File: src/rtl/rcause_pkg.sv
// Package: shared types and constants for the reset cause register.
// Assumes an 8-bit register with fixed flag positions that firmware decodes.
package rcause_pkg;
    localparam int REG_W   = 8;
    localparam int NUM_SRC = 8;
    localparam int SRC_W   = $clog2(NUM_SRC + 1);

    localparam int B_IPEN = 7;
    localparam int B_RI   = 4;
    localparam int B_TO   = 3;
    localparam int B_PD   = 2;
    localparam int B_POR  = 1;
    localparam int B_BOR  = 0;

    localparam logic [REG_W-1:0] POR_VALUE = 8'h1C;
    localparam logic [REG_W-1:0] WR_MASK   = 8'h93;
    localparam logic [REG_W-1:0] IMPL_MASK = 8'h9F;

    // Source codes; the order from SRC_POR upward is the priority order.
    typedef enum logic [SRC_W-1:0] {
        SRC_NONE     = 4'd0,
        SRC_POR      = 4'd1,
        SRC_BOR      = 4'd2,
        SRC_PIN      = 4'd3,
        SRC_WDT      = 4'd4,
        SRC_SWRST    = 4'd5,
        SRC_STKFULL  = 4'd6,
        SRC_STKUNDER = 4'd7,
        SRC_INTWAKE  = 4'd8
    } src_e;

    typedef enum logic [1:0] {
        RS_RESET_VEC = 2'd0,
        RS_NEXT_INSN = 2'd1,
        RS_VEC_HIGH  = 2'd2,
        RS_VEC_LOW   = 2'd3
    } restart_e;
endpackage

File: src/rtl/rcause_arbiter.sv
// Module: fixed-priority selection of one event source.
// Assumes the requests are already qualified; bit 0 has the highest priority.
module rcause_arbiter
    import rcause_pkg::*;
#(
    parameter int N = NUM_SRC
) (
    input  logic [N-1:0] req,
    output src_e         winner
);
    // Scan from lowest to highest priority so the last hit wins.
    always_comb begin
        winner = SRC_NONE;
        for (int i = N - 1; i >= 0; i--) begin
            if (req[i]) winner = src_e'(SRC_W'(i + 1));
        end
    end
endmodule

File: src/rtl/rcause_flags.sv
// Module: cause register and sticky stack flags.
// Assumes one winning source per cycle; software writes apply only when none wins.
module rcause_flags
    import rcause_pkg::*;
(
    input  logic             clk,
    input  logic             rst_n,
    input  src_e             winner,
    input  logic             low_power,
    input  logic             wr_en,
    input  logic [REG_W-1:0] wr_data,
    output logic [REG_W-1:0] flags_q,
    output logic             stk_full_q,
    output logic             stk_under_q
);
    logic [REG_W-1:0] flags_d;
    logic             stk_full_d;
    logic             stk_under_d;

    // Next-state for the flag bits from the winning source or a write.
    always_comb begin
        flags_d     = flags_q;
        stk_full_d  = stk_full_q;
        stk_under_d = stk_under_q;
        unique case (winner)
            SRC_POR: begin
                flags_d     = POR_VALUE;
                stk_full_d  = 1'b0;
                stk_under_d = 1'b0;
            end
            SRC_BOR: begin
                flags_d[B_RI]  = 1'b1;
                flags_d[B_TO]  = 1'b1;
                flags_d[B_PD]  = 1'b1;
                flags_d[B_BOR] = 1'b0;
            end
            SRC_PIN: begin
                flags_d[B_TO] = 1'b1;
                if (low_power) flags_d[B_PD] = 1'b0;
            end
            SRC_WDT: begin
                flags_d[B_TO] = 1'b0;
                if (low_power) flags_d[B_PD] = 1'b0;
            end
            SRC_SWRST:    flags_d[B_RI] = 1'b0;
            SRC_STKFULL:  stk_full_d    = 1'b1;
            SRC_STKUNDER: stk_under_d   = 1'b1;
            SRC_INTWAKE:  flags_d[B_PD] = 1'b0;
            default: begin
                if (wr_en) flags_d = (flags_q & ~WR_MASK) | (wr_data & WR_MASK);
            end
        endcase
        flags_d = flags_d & IMPL_MASK;
    end

    // State register with synchronous reset to the power-on image.
    always_ff @(posedge clk) begin
        if (!rst_n) begin
            flags_q     <= POR_VALUE;
            stk_full_q  <= 1'b0;
            stk_under_q <= 1'b0;
        end else begin
            flags_q     <= flags_d;
            stk_full_q  <= stk_full_d;
            stk_under_q <= stk_under_d;
        end
    end

    p_unimpl_zero_r1: assert property (@(posedge clk) disable iff (!rst_n)
        flags_q[6:5] == 2'b00);

    p_por_image_r2: assert property (@(posedge clk) disable iff (!rst_n)
        winner == SRC_POR |=> flags_q == POR_VALUE && !stk_full_q && !stk_under_q);

    p_swrst_only_ri_r3: assert property (@(posedge clk) disable iff (!rst_n)
        winner == SRC_SWRST |=> flags_q == ($past(flags_q) & ~(8'h01 << B_RI)));

    p_bor_keeps_por_r4: assert property (@(posedge clk) disable iff (!rst_n)
        winner == SRC_BOR |=> flags_q[B_POR] == $past(flags_q[B_POR]) && !flags_q[B_BOR]
                              && $stable(stk_full_q) && $stable(stk_under_q));

    p_wr_masked_r10: assert property (@(posedge clk) disable iff (!rst_n)
        winner == SRC_NONE && wr_en |=> (flags_q & ~WR_MASK) == ($past(flags_q) & ~WR_MASK));

    p_stack_sticky_r7: assert property (@(posedge clk) disable iff (!rst_n)
        stk_full_q && winner != SRC_POR |=> stk_full_q);
endmodule

File: src/rtl/rcause_restart.sv
// Module: registered restart target for the winning source.
// Assumes mode and interrupt enables are valid in the cycle of the strobe.
module rcause_restart
    import rcause_pkg::*;
(
    input  logic     clk,
    input  logic     rst_n,
    input  src_e     winner,
    input  logic     low_power,
    input  logic     stk_rst_en,
    input  logic     gie_high,
    input  logic     gie_low,
    output logic     restart_valid,
    output restart_e restart_sel
);
    logic     valid_d;
    restart_e sel_d;

    // Pick where execution resumes, if the event restarts the core at all.
    always_comb begin
        valid_d = 1'b1;
        sel_d   = RS_RESET_VEC;
        unique case (winner)
            SRC_NONE:     valid_d = 1'b0;
            SRC_WDT:      if (low_power) sel_d = RS_NEXT_INSN;
            SRC_STKUNDER: valid_d = stk_rst_en;
            SRC_INTWAKE: begin
                if (gie_high)     sel_d = RS_VEC_HIGH;
                else if (gie_low) sel_d = RS_VEC_LOW;
                else              sel_d = RS_NEXT_INSN;
            end
            default: sel_d = RS_RESET_VEC;
        endcase
    end

    // Output register; the target reads as reset vector when idle.
    always_ff @(posedge clk) begin
        if (!rst_n) begin
            restart_valid <= 1'b0;
            restart_sel   <= RS_RESET_VEC;
        end else begin
            restart_valid <= valid_d;
            restart_sel   <= valid_d ? sel_d : RS_RESET_VEC;
        end
    end

    p_wdt_lp_next_r6: assert property (@(posedge clk) disable iff (!rst_n)
        winner == SRC_WDT && low_power |=> restart_valid && restart_sel == RS_NEXT_INSN);

    p_under_no_reset_r8: assert property (@(posedge clk) disable iff (!rst_n)
        winner == SRC_STKUNDER && !stk_rst_en |=> !restart_valid);

    p_sel_idle_r12: assert property (@(posedge clk) disable iff (!rst_n)
        !restart_valid |-> restart_sel == RS_RESET_VEC);

    p_wake_high_r9: assert property (@(posedge clk) disable iff (!rst_n)
        winner == SRC_INTWAKE && gie_high |=> restart_sel == RS_VEC_HIGH);
endmodule

File: src/rtl/rst_cause_reg.sv
// Module: top of the reset and wake cause register.
// Assumes single-cycle event strobes synchronous to clk; qualifies them and
// hands the single winner to the flag and restart logic.
module rst_cause_reg
    import rcause_pkg::*;
(
    input  logic             clk,
    input  logic             rst_n,
    input  logic             ev_power_on,
    input  logic             ev_brownout,
    input  logic             ev_soft_reset,
    input  logic             ev_pin_reset,
    input  logic             ev_watchdog,
    input  logic             ev_stack_full,
    input  logic             ev_stack_under,
    input  logic             ev_int_wake,
    input  logic [1:0]       core_mode,
    input  logic             stack_rst_en,
    input  logic             gie_high,
    input  logic             gie_low,
    input  logic             sw_wr_en,
    input  logic [REG_W-1:0] sw_wr_data,
    output logic [REG_W-1:0] cause_q,
    output logic             stack_full_q,
    output logic             stack_under_q,
    output logic             restart_valid,
    output logic [1:0]       restart_sel
);
    logic             low_power;
    logic [NUM_SRC-1:0] req;
    src_e             winner;
    restart_e         sel_q;

    // Qualify strobes; index order is the priority order.
    always_comb begin
        low_power = (core_mode != 2'd0);
        req[0] = ev_power_on;
        req[1] = ev_brownout;
        req[2] = ev_pin_reset;
        req[3] = ev_watchdog;
        req[4] = ev_soft_reset;
        req[5] = ev_stack_full & stack_rst_en;
        req[6] = ev_stack_under;
        req[7] = ev_int_wake & low_power;
    end

    rcause_arbiter #(.N(NUM_SRC)) u_arb (
        .req    (req),
        .winner (winner)
    );

    rcause_flags u_flags (
        .clk         (clk),
        .rst_n       (rst_n),
        .winner      (winner),
        .low_power   (low_power),
        .wr_en       (sw_wr_en),
        .wr_data     (sw_wr_data),
        .flags_q     (cause_q),
        .stk_full_q  (stack_full_q),
        .stk_under_q (stack_under_q)
    );

    rcause_restart u_rst (
        .clk           (clk),
        .rst_n         (rst_n),
        .winner        (winner),
        .low_power     (low_power),
        .stk_rst_en    (stack_rst_en),
        .gie_high      (gie_high),
        .gie_low       (gie_low),
        .restart_valid (restart_valid),
        .restart_sel   (sel_q)
    );

    assign restart_sel = sel_q;

    p_por_wins_r2: assert property (@(posedge clk) disable iff (!rst_n)
        ev_power_on |=> cause_q == POR_VALUE);

    p_run_wake_ignored_r9: assert property (@(posedge clk) disable iff (!rst_n)
        ev_int_wake && core_mode == 2'd0 && req[6:0] == '0 && !sw_wr_en
        |=> $stable(cause_q) && !restart_valid);

    p_pulse_once_r12: assert property (@(posedge clk) disable iff (!rst_n)
        winner == SRC_NONE |=> !restart_valid);

    p_stkfull_gated_r7: assert property (@(posedge clk) disable iff (!rst_n)
        ev_stack_full && !stack_rst_en && req == '0 |=> $stable(stack_full_q));
endmodule

File: config.mk
export PLATFORM = sky130hd
export DESIGN_NAME = rst_cause_reg
export DESIGN_NICKNAME = d
export VERILOG_FILES = /design/src/rtl/rcause_pkg.sv /design/src/rtl/rcause_arbiter.sv /design/src/rtl/rcause_flags.sv /design/src/rtl/rcause_restart.sv /design/src/rtl/rst_cause_reg.sv
export SDC_FILE = /design/constraint.sdc
export NUM_CORES = 1
export LEC_CHECK = 0
export BUFFER_PORTS_ARGS = -buffer_cell sky130_fd_sc_hd__buf_4
export CORE_MARGIN = 10
export CORE_UTILIZATION = 40
export DETAILED_ROUTE_END_ITERATION = 10
export PLACE_DENSITY = 0.7
export SLEW_MARGIN = 20
export SYNTH_ARGS = -nofsm -noshare
export SYNTH_HDL_FRONTEND = slang
export SYNTH_HIERARCHICAL = 1
export SYNTH_SLANG_ARGS = --single-unit
File: constraint.sdc
create_clock -name clk -period 7.9 [get_ports clk]
set_input_delay 1.58 -clock clk [delete_from_list [all_inputs] [get_ports clk]]
set_output_delay 1.58 -clock clk [all_outputs]
set_load 0.005 [all_outputs]
Word-level counts from Yosys, hierarchy flattened:

Cells that the tools add are included.

* register bits: 13
* bits of input ports: 24
* output and inout port bits: 13
* word-level logic and storage cells: 73

* equal/unequal tests: 9
* mux-type cells: 23
* bitwise operators: 8
* reductions and logical operators: 23

Operator list (number)
* $mux W4: 8
* $eq A4 B3 Y1 const B: 4
* $pmux W1 S2: 5
* $reduce_and A2 Y1: 5
* $reduce_bool A2 Y1: 5
* $eq A4 B2 Y1 const B: 2
* $mux W8: 1
* $or A7 B8 Y8: 1
* $reduce_or A7 Y1: 1
* $pmux W1 S3: 2
* $pmux W3 S2: 1
* $reduce_bool A3 Y1: 2
* $reduce_or A3 Y1: 2
* $reduce_or A6 Y1: 1
* $not A1 Y1: 5
* $reduce_or A5 Y1: 1
* $eq A4 B1 Y1 const B: 1
* $eq A4 B4 Y1 const B: 1
* $logic_not A4 Y1: 1
* $mux W2: 2
* $pmux W1 S4: 1
* $pmux W2 S2: 1
* $reduce_bool A4 Y1: 1
* $reduce_or A2 Y1: 2
* other kinds (5): 7

Longest topological paths before layout:

Gate-level depths: netlist of run 1.

* word-level depth: 14
* gate-level depth with buffers: 10
* mapped depth without buffers: 8

Hierarchy:

Netlist of run 1, hierarchy kept.

Modules (own cells, without submodules)
* rcause_flags: instances 1, cells an instance 70, area an instance 564.3 um^2, seq. area each 160.2 um^2
* rcause_restart: instances 1, cells an instance 14, area an instance 142.6 um^2, seq. area each 60.1 um^2
* rcause_arbiter: instances 1, cells an instance 12, area an instance 71.3 um^2, seq. area each 0.0 um^2
* rst_cause_reg: instances 1, cells an instance 3, area an instance 20.0 um^2, seq. area each 0.0 um^2

Least setup slack after synthesis of run 1:

Ideal clock, no wire load.

* path type: input -> register
* start: in ev_stack_full
* end: reg u_flags.flags_q[4]
* setup time: 0.121 ns
* arrival time: 3.616 ns
* required time: 7.779 ns
* setup slack: 4.163 ns
* stages on the path: 7
* buffers on the path: 0
* path through: and2_1 > nor4_2 > nor4_1 > nand2b_2 > a21oi_4 > nor4_2 > mux2_4

* word-level cells in the longest chain between the ends: 11
* elaborated cells between the ends (all ways): 21
* classes of those cells: eq/ne (8); mux (7); bitwise (2); reduce/logical (4)

Ends and longest elaborated chain
* start, declared: line rst_cause_reg.sv:14 `input logic ev_stack_full,`
* $and A1 B1 Y1 (*): line rst_cause_reg.sv:42 `req[5] = ev_stack_full & stack_rst_en;`
* $mux W4 (*) (6 in a row): line rcause_arbiter.sv:15 `if (req[i]) winner = src_e'(SRC_W'(i + 1));`
* net winner[2]: line rst_cause_reg.sv:31 `src_e winner;`
* $eq A4 B1 Y1, or another cell as far along: line rcause_flags.sv:25 `unique case (winner)`
* $reduce_or A2 Y1 (no line) or $reduce_or A5 Y1 (tied branches)
* $reduce_bool A3 Y1 (no line) or $not A1 Y1 (tied branches)
* $reduce_and A2 Y1 (no line)
* end signal, assigned: line rcause_flags.sv:63 `flags_q <= flags_d;`
* end, declared: line rcause_flags.sv:12 `output logic [REG_W-1:0] flags_q,`

Mark *: on every way through the listed nets, which the timed path passes. The rest lies on a longest branch.
A chain may end at the register's enable or synchronous reset.

Worst setup path in the final report of run 1:

* start: in stack_rst_en
* end: reg u_flags.flags_q[4]

* word-level cells in the longest chain between the ends: 11
* elaborated cells between the ends (all ways): 21
* classes of those cells: eq/ne (8); mux (7); bitwise (2); reduce/logical (4)

Ends and longest elaborated chain
* start, declared: line rst_cause_reg.sv:18 `input logic stack_rst_en,`
* $and A1 B1 Y1 (*): line rst_cause_reg.sv:42
* net req[5]: line rst_cause_reg.sv:30 `logic [NUM_SRC-1:0] req;`
* $mux W4 (*) (6 in a row): line rcause_arbiter.sv:15
* net winner[1]: line rst_cause_reg.sv:31
* $eq A4 B1 Y1, or another cell as far along: line rcause_flags.sv:25
* $reduce_or A2 Y1 (no line) or $reduce_or A5 Y1 (tied branches)
* $reduce_bool A3 Y1 (no line) or $not A1 Y1 (tied branches)
* $reduce_and A2 Y1 (no line)

Marked as above.

==> results of run 1 <==
-- per-stage QoR --
stage | cell area, um^2 | hold slack [ps] | setup slack, ps | total power [uW]
final | 1040 | 466 | 4400 | 134
after global routing | 1040 | 498 | 4260 | 144
after CTS | 1040 | 471 | 4410 | 137
after detailed placement | 1020 | 456 | 4130 | 97.6
after global placement | 1020 | 444 | 4100 | 96.8
after floorplan | 802 | 451 | 4160 | 83.3
-- power breakdown --
| part | internal [uW] | switching [uW] |
|---|---|---|
| clock | 19.5 | 18.3 |
| combinational | 19.2 | 17.4 |
| sequential | 58.1 | 1.29 |
-- layer usage --
layer,track usage (%),share of wire (%)
met5,0,0
met4,6.95,0
met3,2.92,3.6
met2,16.7,52
met1,10.1,44
-- critical path, stage by stage --
cell and delay (ps):
buf_4 80, and2_1 150, o21ai_0 110, a21oi_1 700
or2_1 350, a21oi_4 60, nor4_2 300, mux2_4 330
-- area by class of cell --
class	count	area, um^2	area share [%]
sequential	11	220	21.1
timing repair buffer	32	240	23.0
tap	27	33.8	3.23
multi-input combinational	76	502	48.0
inverter	6	22.5	2.16
clock buffer	4	26.3	2.51
-- flip-flops by register name (all words and copies together), names as in the netlist --
name,flops
u_rst/restart_sel,2
u_flags/flags_q,6
u_flags/stk_under_q,1
u_flags/stk_full_q,1
u_rst/restart_valid,1
-- how the worst min path moves through the flow --
stage,startpoint,to,slack (ps)
final,u_flags/flags_q[7],u_flags/flags_q[7],470
after global routing,u_flags/flags_q[0],u_flags/flags_q[0],500
after detailed placement,u_flags/flags_q[0],u_flags/flags_q[0],460
after global placement,u_flags/flags_q[0],u_flags/flags_q[0],440
after CTS,u_flags/flags_q[0],u_flags/flags_q[0],470
after floorplan,u_flags/flags_q[0],u_flags/flags_q[0],450
-- logic make-up (layout without fill, tap and decap cells) --
group	after synthesis	in the layout	synth area share [%]
other cells	1	2	0.470
simple gates	46	46	34.2
mux	5	5	6.90
flops	11	11	27.6
buf+inv	13	42	10.0
xor+xnor	1	1	1.10
compound gates	22	22	19.7
-- layout by cell type, fill, tap and decap left out, types with 2 or more instances in the layout --
cell type,Yosys,layout
buf_4,2,32
nor2_1,12,12
dfxtp_1,11,11
nand2_1,8,8
inv_1,6,6
o21ai_0,5,5
nand3_1,5,5
a21oi_1,4,4
mux2i_1,4,4
clkbuf_4,0,3
o21ai_1,3,3
or2_1,2,2
nor4_2,2,2
and4b_1,2,2
nand2b_1,2,2
nor3_1,2,2
a21boi_1,2,2
conb_1,1,2
==> results.cfg, run 1 <==
[drt]
drt_iter0_markers = 17
vias = 781
dr.pass1.iters = 4
wirelength_mm = 2.05
via_per_inst = 5.01
wl_per_cell_um = 13.1
ant_nets = 0
drc = 0

[logic_synthesis]
yosys_warnings = 6
synthTopCellsByCount = nor2_1 (12), dfxtp_1 (11), nand2_1 (8), inv_1 (6)
netlist_area_um2 = 798
synth.area.top_cells = dfxtp_1 (28%), nor2_1 (5.6%), mux2i_1 (5.0%)
syn-instance-count = 99
syn_avg_cell_area_um2 = 8.06
synth_ff_type = dfxtp_1
synthDistinctLibCells = 41
synth_top_cell_area_share_pct = 27.6
yosysMostFrequentCell = nor2_1
seq_area_frac_synth_pct = 27.6
yosys.area.top_type = dfxtp_1
synth-edff-count = 0
synthArstFlopShare_pct = 0
synth-seq-cells = 11

[timing]
slew_violations = 0
timing.slew.headroom_pct = 42.3
min_period_over_period_pct = 44.3
hold_violations = 0
finalSetupViolations = 0
grt_setup_unrepaired = no
tightest_slew_ps = 866
fin_skew_ps = 0
fmax_ghz = 0.286
layout_min_cycle_time_ps = 3500
fin_tns_setup_ps = 0

[worst_setup_path]
start_kind = input pin
r2r_setup_slack_ps = 7080
r2r_start = u_flags/flags_q[4]
required_ps = 8060
cp.arrival_ps = 3660
crit_start = stack_rst_en
reg2regPathDepth = 2
worstPathMaxFanout = 11
end_kind = flip-flop
endpoint = u_flags/flags_q[4]
critical_path_class = in2reg
timing.rr.end = u_flags/flags_q[4]

[placement]
gp_congestion = 0.848
dp_hpwl_mm = 1.68
portBuffers = 30
placed_cells = 152

[global_routing]
grt_pass1_vias = 801
antenna_found_initial = 0
grt_overflow = 0
track_usage_pct = 9.82
grt_pass1_wl_mm = 3.38
grt_max_degree = 15

[min_path]
min_path_cells = 2
hold_class = reg2reg

[power]
power.density_nw_per_um2 = 128
ir_drop_v = 0.0000556
leakage_uw = 0.000477

[clock_tree]
cts_root_buf = clkbuf_4
post_cts_buffers = 0
cts_sinks = 11
htree_levels = 1
cts_buffers = 3
cts_resized = 0
clk_latency_ps = 260
path_clk_slew_ps = 70
clockBufferDepth = 2
ctsHoldBuffers = 0
cts_tree = done

[floorplanning]
start_util_pct = 41.5
num_rows = 16
die_area_um2 = 4180
chipWidth_um = 64.7
core_um2 = 1920
dieHeight_um = 64.7
io_pins = 37

[cells_and_area]
diodes = 0
stdcell_count = 156
nets = 154
utilization_pct = 54.4
drive_above_1_share_pct = 33.3
syn_to_final_growth_pct = 30.9
fillers = 215

[job]
maxCapViolCount = 0

[run_status]
status = completed
Note: power is estimated with default switching activity, not from simulation.
==> run 2: changes to the inputs <==
==> constraint.sdc (replaced) <==
create_clock -name clk -period 3.3 [get_ports clk]
set_input_delay 0.66 -clock clk [delete_from_list [all_inputs] [get_ports clk]]
set_output_delay 0.66 -clock clk [all_outputs]
set_load 0.005 [all_outputs]
==> run 2 against run 1 <==
Routed wire length fell by 1.8%. Final cell count rose by 0.64%. Sequential power rose by 140%. Critical path type unchanged. Clock power rose by 150%.
==> results.cfg, run 2 (synthesized netlist as in run 1, its figures left out) <==
[run_status]
status = completed

[drt]
wirelength_mm = 2.01
wl_per_cell_um = 12.8
vias = 789
dr.pass1.iters = 4
ant_nets = 0
via_per_inst = 5.03
drt_iter0_markers = 15
drc = 0

[timing]
fmax_ghz = 0.412
fin_skew_ps = 0
hold_violations = 0
finalSetupViolations = 0
layout_min_cycle_time_ps = 2430
min_period_over_period_pct = 73.5
fin_tns_setup_ps = 0
grt_setup_unrepaired = no
slew_violations = 0

[worst_setup_path]
reg2regPathDepth = 2
worstPathMaxFanout = 14
required_ps = 3460
start_kind = input pin
end_kind = flip-flop
timing.rr.end = u_flags/flags_q[4]
r2r_setup_slack_ps = 2490
critical_path_class = in2reg
r2r_start = u_flags/flags_q[4]
cp.arrival_ps = 2580

[min_path]
min_from = u_flags/flags_q[7]
min_to = u_flags/flags_q[7]
min_path_cells = 2
hold_class = reg2reg

[global_routing]
track_usage_pct = 9.05
grt_overflow = 0
grt_max_degree = 15
grt_pass1_wl_mm = 3.16
antenna_found_initial = 0
grt_pass1_vias = 767

[cells_and_area]
stdcell_count = 157
final_common_cell = buf_4
syn_to_final_growth_pct = 31.8
utilization_pct = 54.8
largestRegisters = u_flags/flags_q (6), u_rst/restart_sel (2)
drive_above_1_share_pct = 33.8
largest_reg_flops = 6
mostFrequentLayoutCells = buf_4 (33), nor2_1 (12), dfxtp_1 (11)
largest_register = u_flags/flags_q
nets = 155
diodes = 0

[placement]
gp_congestion = 0.862
dp_hpwl_mm = 1.62
placed_cells = 153
portBuffers = 30

[clock_tree]
path_clk_slew_ps = 70
cts_buffers = 3
clk_latency_ps = 270
cts_tree = done
ctsHoldBuffers = 0
clockBufferDepth = 2
post_cts_buffers = 0
cts_resized = 0
cts_root_buf = clkbuf_4
cts_sinks = 11
htree_levels = 1

[floorplanning]
chipWidth_um = 64.7
num_rows = 16
dieHeight_um = 64.7
core_um2 = 1920
die_area_um2 = 4180
start_util_pct = 41.5
io_pins = 37

[power]
power.density_nw_per_um2 = 308
leakage_uw = 0.000482
ir_drop_v = 0.000161

[job]
maxCapViolCount = 0
## run 2: changes by cell type in the layout (fill, tap and decap cells not counted), sizes merged
cell | previous run | this run
buf | 32 | 33
## run 2: report_power, final
part	switching (uW)	total [uW]	internal [uW]	leakage, uW
clock	46.2	92.9	46.8	0.0000150
sequential	2.95	142	139	0.0000898
combinational	42.2	89.2	47.1	0.000377
total	91.3	324	233	0.000482
## run 2: final cells by class
type	count	area (um^2)
Multi-Input combinational cell	76	502
Fill cell	192	870
Clock buffer	4	26.3
Tap cell	27	33.8
Inverter	6	22.5
Sequential cell	11	220
Timing Repair Buffer	33	248
## run 2: worst max-delay path, stage by stage
cell and delay (ps):
buf_4 100, and2_1 170, nor4_2 310, and4b_1 510, or2b_1 230, nor2_1 80, nor4_2 190, mux2_4 320
## run 2: metal layers
metal	up-vias	part of all wire (%)	global-route usage [%]	wire, um
li1	404	-	-	-
met1	353	43	10.1	872
met2	32	49	14.5	993
met3	0	7.2	3.09	144
met4	0	0	5.61	0
met5	-	0	0	0
## run 2: through the flow
stage                     setup slack [ps]  hold WS [ps]  power [uW]  instance area [um^2]
after CTS                              874           465         327                  1050
final                                  873           461         324                  1050
after detailed placement               586           455         235                  1030
after global routing                   757           495         344                  1050
after global placement                 582           443         233                  1030
after floorplan                        483           451         199                   802
## run 2: how the worst max path moves through the flow
stage,from,endpoint,slack [ps],cells past startpoint
after floorplan,ev_stack_full,u_flags/flags_q[4],480,7
after global placement,ev_stack_full,u_flags/flags_q[4],580,8
after detailed placement,ev_stack_full,u_flags/flags_q[4],590,8
after CTS,ev_stack_full,u_flags/flags_q[4],870,8
after global routing,ev_stack_full,u_flags/flags_q[4],760,8
final,ev_stack_full,u_flags/flags_q[4],870,8
==> run 3: changes to the inputs <==
==> constraint.sdc (replaced) <==
create_clock -name clk -period 2.5 [get_ports clk]
set_input_delay 0.5 -clock clk [delete_from_list [all_inputs] [get_ports clk]]
set_output_delay 0.5 -clock clk [all_outputs]
set_load 0.005 [all_outputs]
==> run 3 against run 2 <==
Utilization increased by 1.5 points. Sequential share of layout area decreased by 0.56 points. Clock power increased by 30%. Highest routed layer unchanged. Flip-flop and latch count unchanged. Critical path depth unchanged.
==> results.cfg, run 3 (synthesized netlist as in run 1, its figures left out) <==
[clock_tree]
cts_sinks = 11
cts_resized = 0
cts_tree = done
clockBufferDepth = 2
cts_root_buf = clkbuf_4
cts_buffers = 3
ctsHoldBuffers = 0
clk_latency_ps = 260
post_cts_buffers = 0
htree_levels = 1
path_clk_slew_ps = 70

[drt]
dr.pass1.iters = 4
vias = 804
wirelength_mm = 2.14
via_per_inst = 5.03
ant_nets = 0
drc = 0
wl_per_cell_um = 13.4
drt_iter0_markers = 23

[min_path]
hold_class = reg2reg
min_to = u_flags/flags_q[0]
min_path_cells = 2
min_from = u_flags/flags_q[0]

[cells_and_area]
fillers = 193
final_common_cell = buf_4
mostFrequentLayoutCells = buf_4 (36), nor2_1 (12), dfxtp_1 (11)
largest_register = u_flags/flags_q
diodes = 0
syn_to_final_growth_pct = 35.4
nets = 158
largest_reg_flops = 6
design_area_um2 = 1080
drive_above_1_share_pct = 36.1
stdcell_count = 160
largestRegisters = u_flags/flags_q (6), u_rst/restart_sel (2)
utilization_pct = 56.3

[placement]
placed_area_um2 = 1050
portBuffers = 30
placed_cells = 156
dp_hpwl_mm = 1.80
post-place-ws_ps = 48.0
gp_congestion = 0.854

[worst_setup_path]
reg2regPathDepth = 2
critical_path_class = in2reg
r2r_setup_slack_ps = 1690
end_kind = flip-flop
crit_slowest_cell = nor4_2
critical_path.top_delay_family = simple AND/OR/NAND/NOR gates
required_ps = 2660
cpPeakStageDelay_ps = 370
start_kind = input pin
crit_buf_inv = 2
timing.rr.end = u_flags/flags_q[4]
r2r_start = u_flags/flags_q[4]
path_cells = buf_4, and2_1, nor4_2, and4b_1, buf_4, nor2_1, nor4_2, mux2_4
cp.arrival_ps = 2330
worstPathMaxFanout = 7

[job]
maxCapViolCount = 0

[global_routing]
grt_pass1_wl_mm = 3.38
grt_overflow = 0
grt_pass1_vias = 802
grt_max_degree = 15
antenna_found_initial = 0
track_usage_pct = 9.82

[floorplanning]
dieHeight_um = 64.7
start_util_pct = 41.5
core_um2 = 1920
num_rows = 16
chipWidth_um = 64.7
io_pins = 37
die_area_um2 = 4180

[timing]
finalSetupViolations = 0
fin_skew_ps = 0
min_period_over_period_pct = 87.0
fmax_ghz = 0.460
grt_setup_unrepaired = no
slew_violations = 0
fin_tns_setup_ps = 0
layout_min_cycle_time_ps = 2170
hold_violations = 0
fin_ws_ps = 326

[power]
leakage_uw = 0.000498
power.density_nw_per_um2 = 396
ir_drop_v = 0.000156

[run_status]
status = completed
-- run 3: cell count changes in the layout (fill, tap and decap cells not counted), sizes merged --
cell	delta
buf	+3
-- run 3: power by group --
part | switching (uW) | total, uW | internal (uW)
combinational | 56.4 | 120 | 63.4
sequential | 4.22 | 188 | 183
clock | 59.0 | 121 | 61.7
-- run 3: worst max path at each step --
stage	slack [ps]	startpoint	to	cells past startpoint
6_report	330	ev_stack_full	u_flags/flags_q[4]	8
5_1_grt	240	ev_stack_full	u_flags/flags_q[4]	8
4_1_cts	330	ev_stack_full	u_rst/restart_sel[0]	7
3_5_place_dp	50	ev_stack_full	u_flags/flags_q[4]	8
3_3_place_gp	80	ev_stack_full	u_flags/flags_q[4]	8
2_1_floorplan	160	ev_stack_full	u_flags/flags_q[4]	10
-- run 3: layer usage --
layer  vias to the layer above  wire length (um)  global-route usage, %
met2                        26              1160                   18.0
met3                         0               143                   2.41
li1                        408                 -                      -
met4                         0                 0                   5.88
met5                         -                 0                      0
met1                       370               837                   9.78
-- run 3: cell type report --
cell class,instances,area [um^2],share of cell area (%)
Timing Repair Buffer,36,270,25.0
Inverter,6,22.5,2.08
Multi-Input combinational cell,76,508,47.0
Tap cell,27,33.8,3.12
Clock buffer,4,26.3,2.43
Sequential cell,11,220,20.4
-- run 3: worst reg2reg max path, delay by kind of cell, from the launching register on --
family | cells | cell delay (ps)
muxes | 1 | 260
and+or+nand+nor | 1 | 140
DFF | 1 | 310
-- run 3: metrics by stage --
stage	power, uW	hold WS, ps
2_1_floorplan	264	451
3_3_place_gp	309	442
3_5_place_dp	313	456
4_1_cts	435	466
5_1_grt	456	490
6_report	428	463
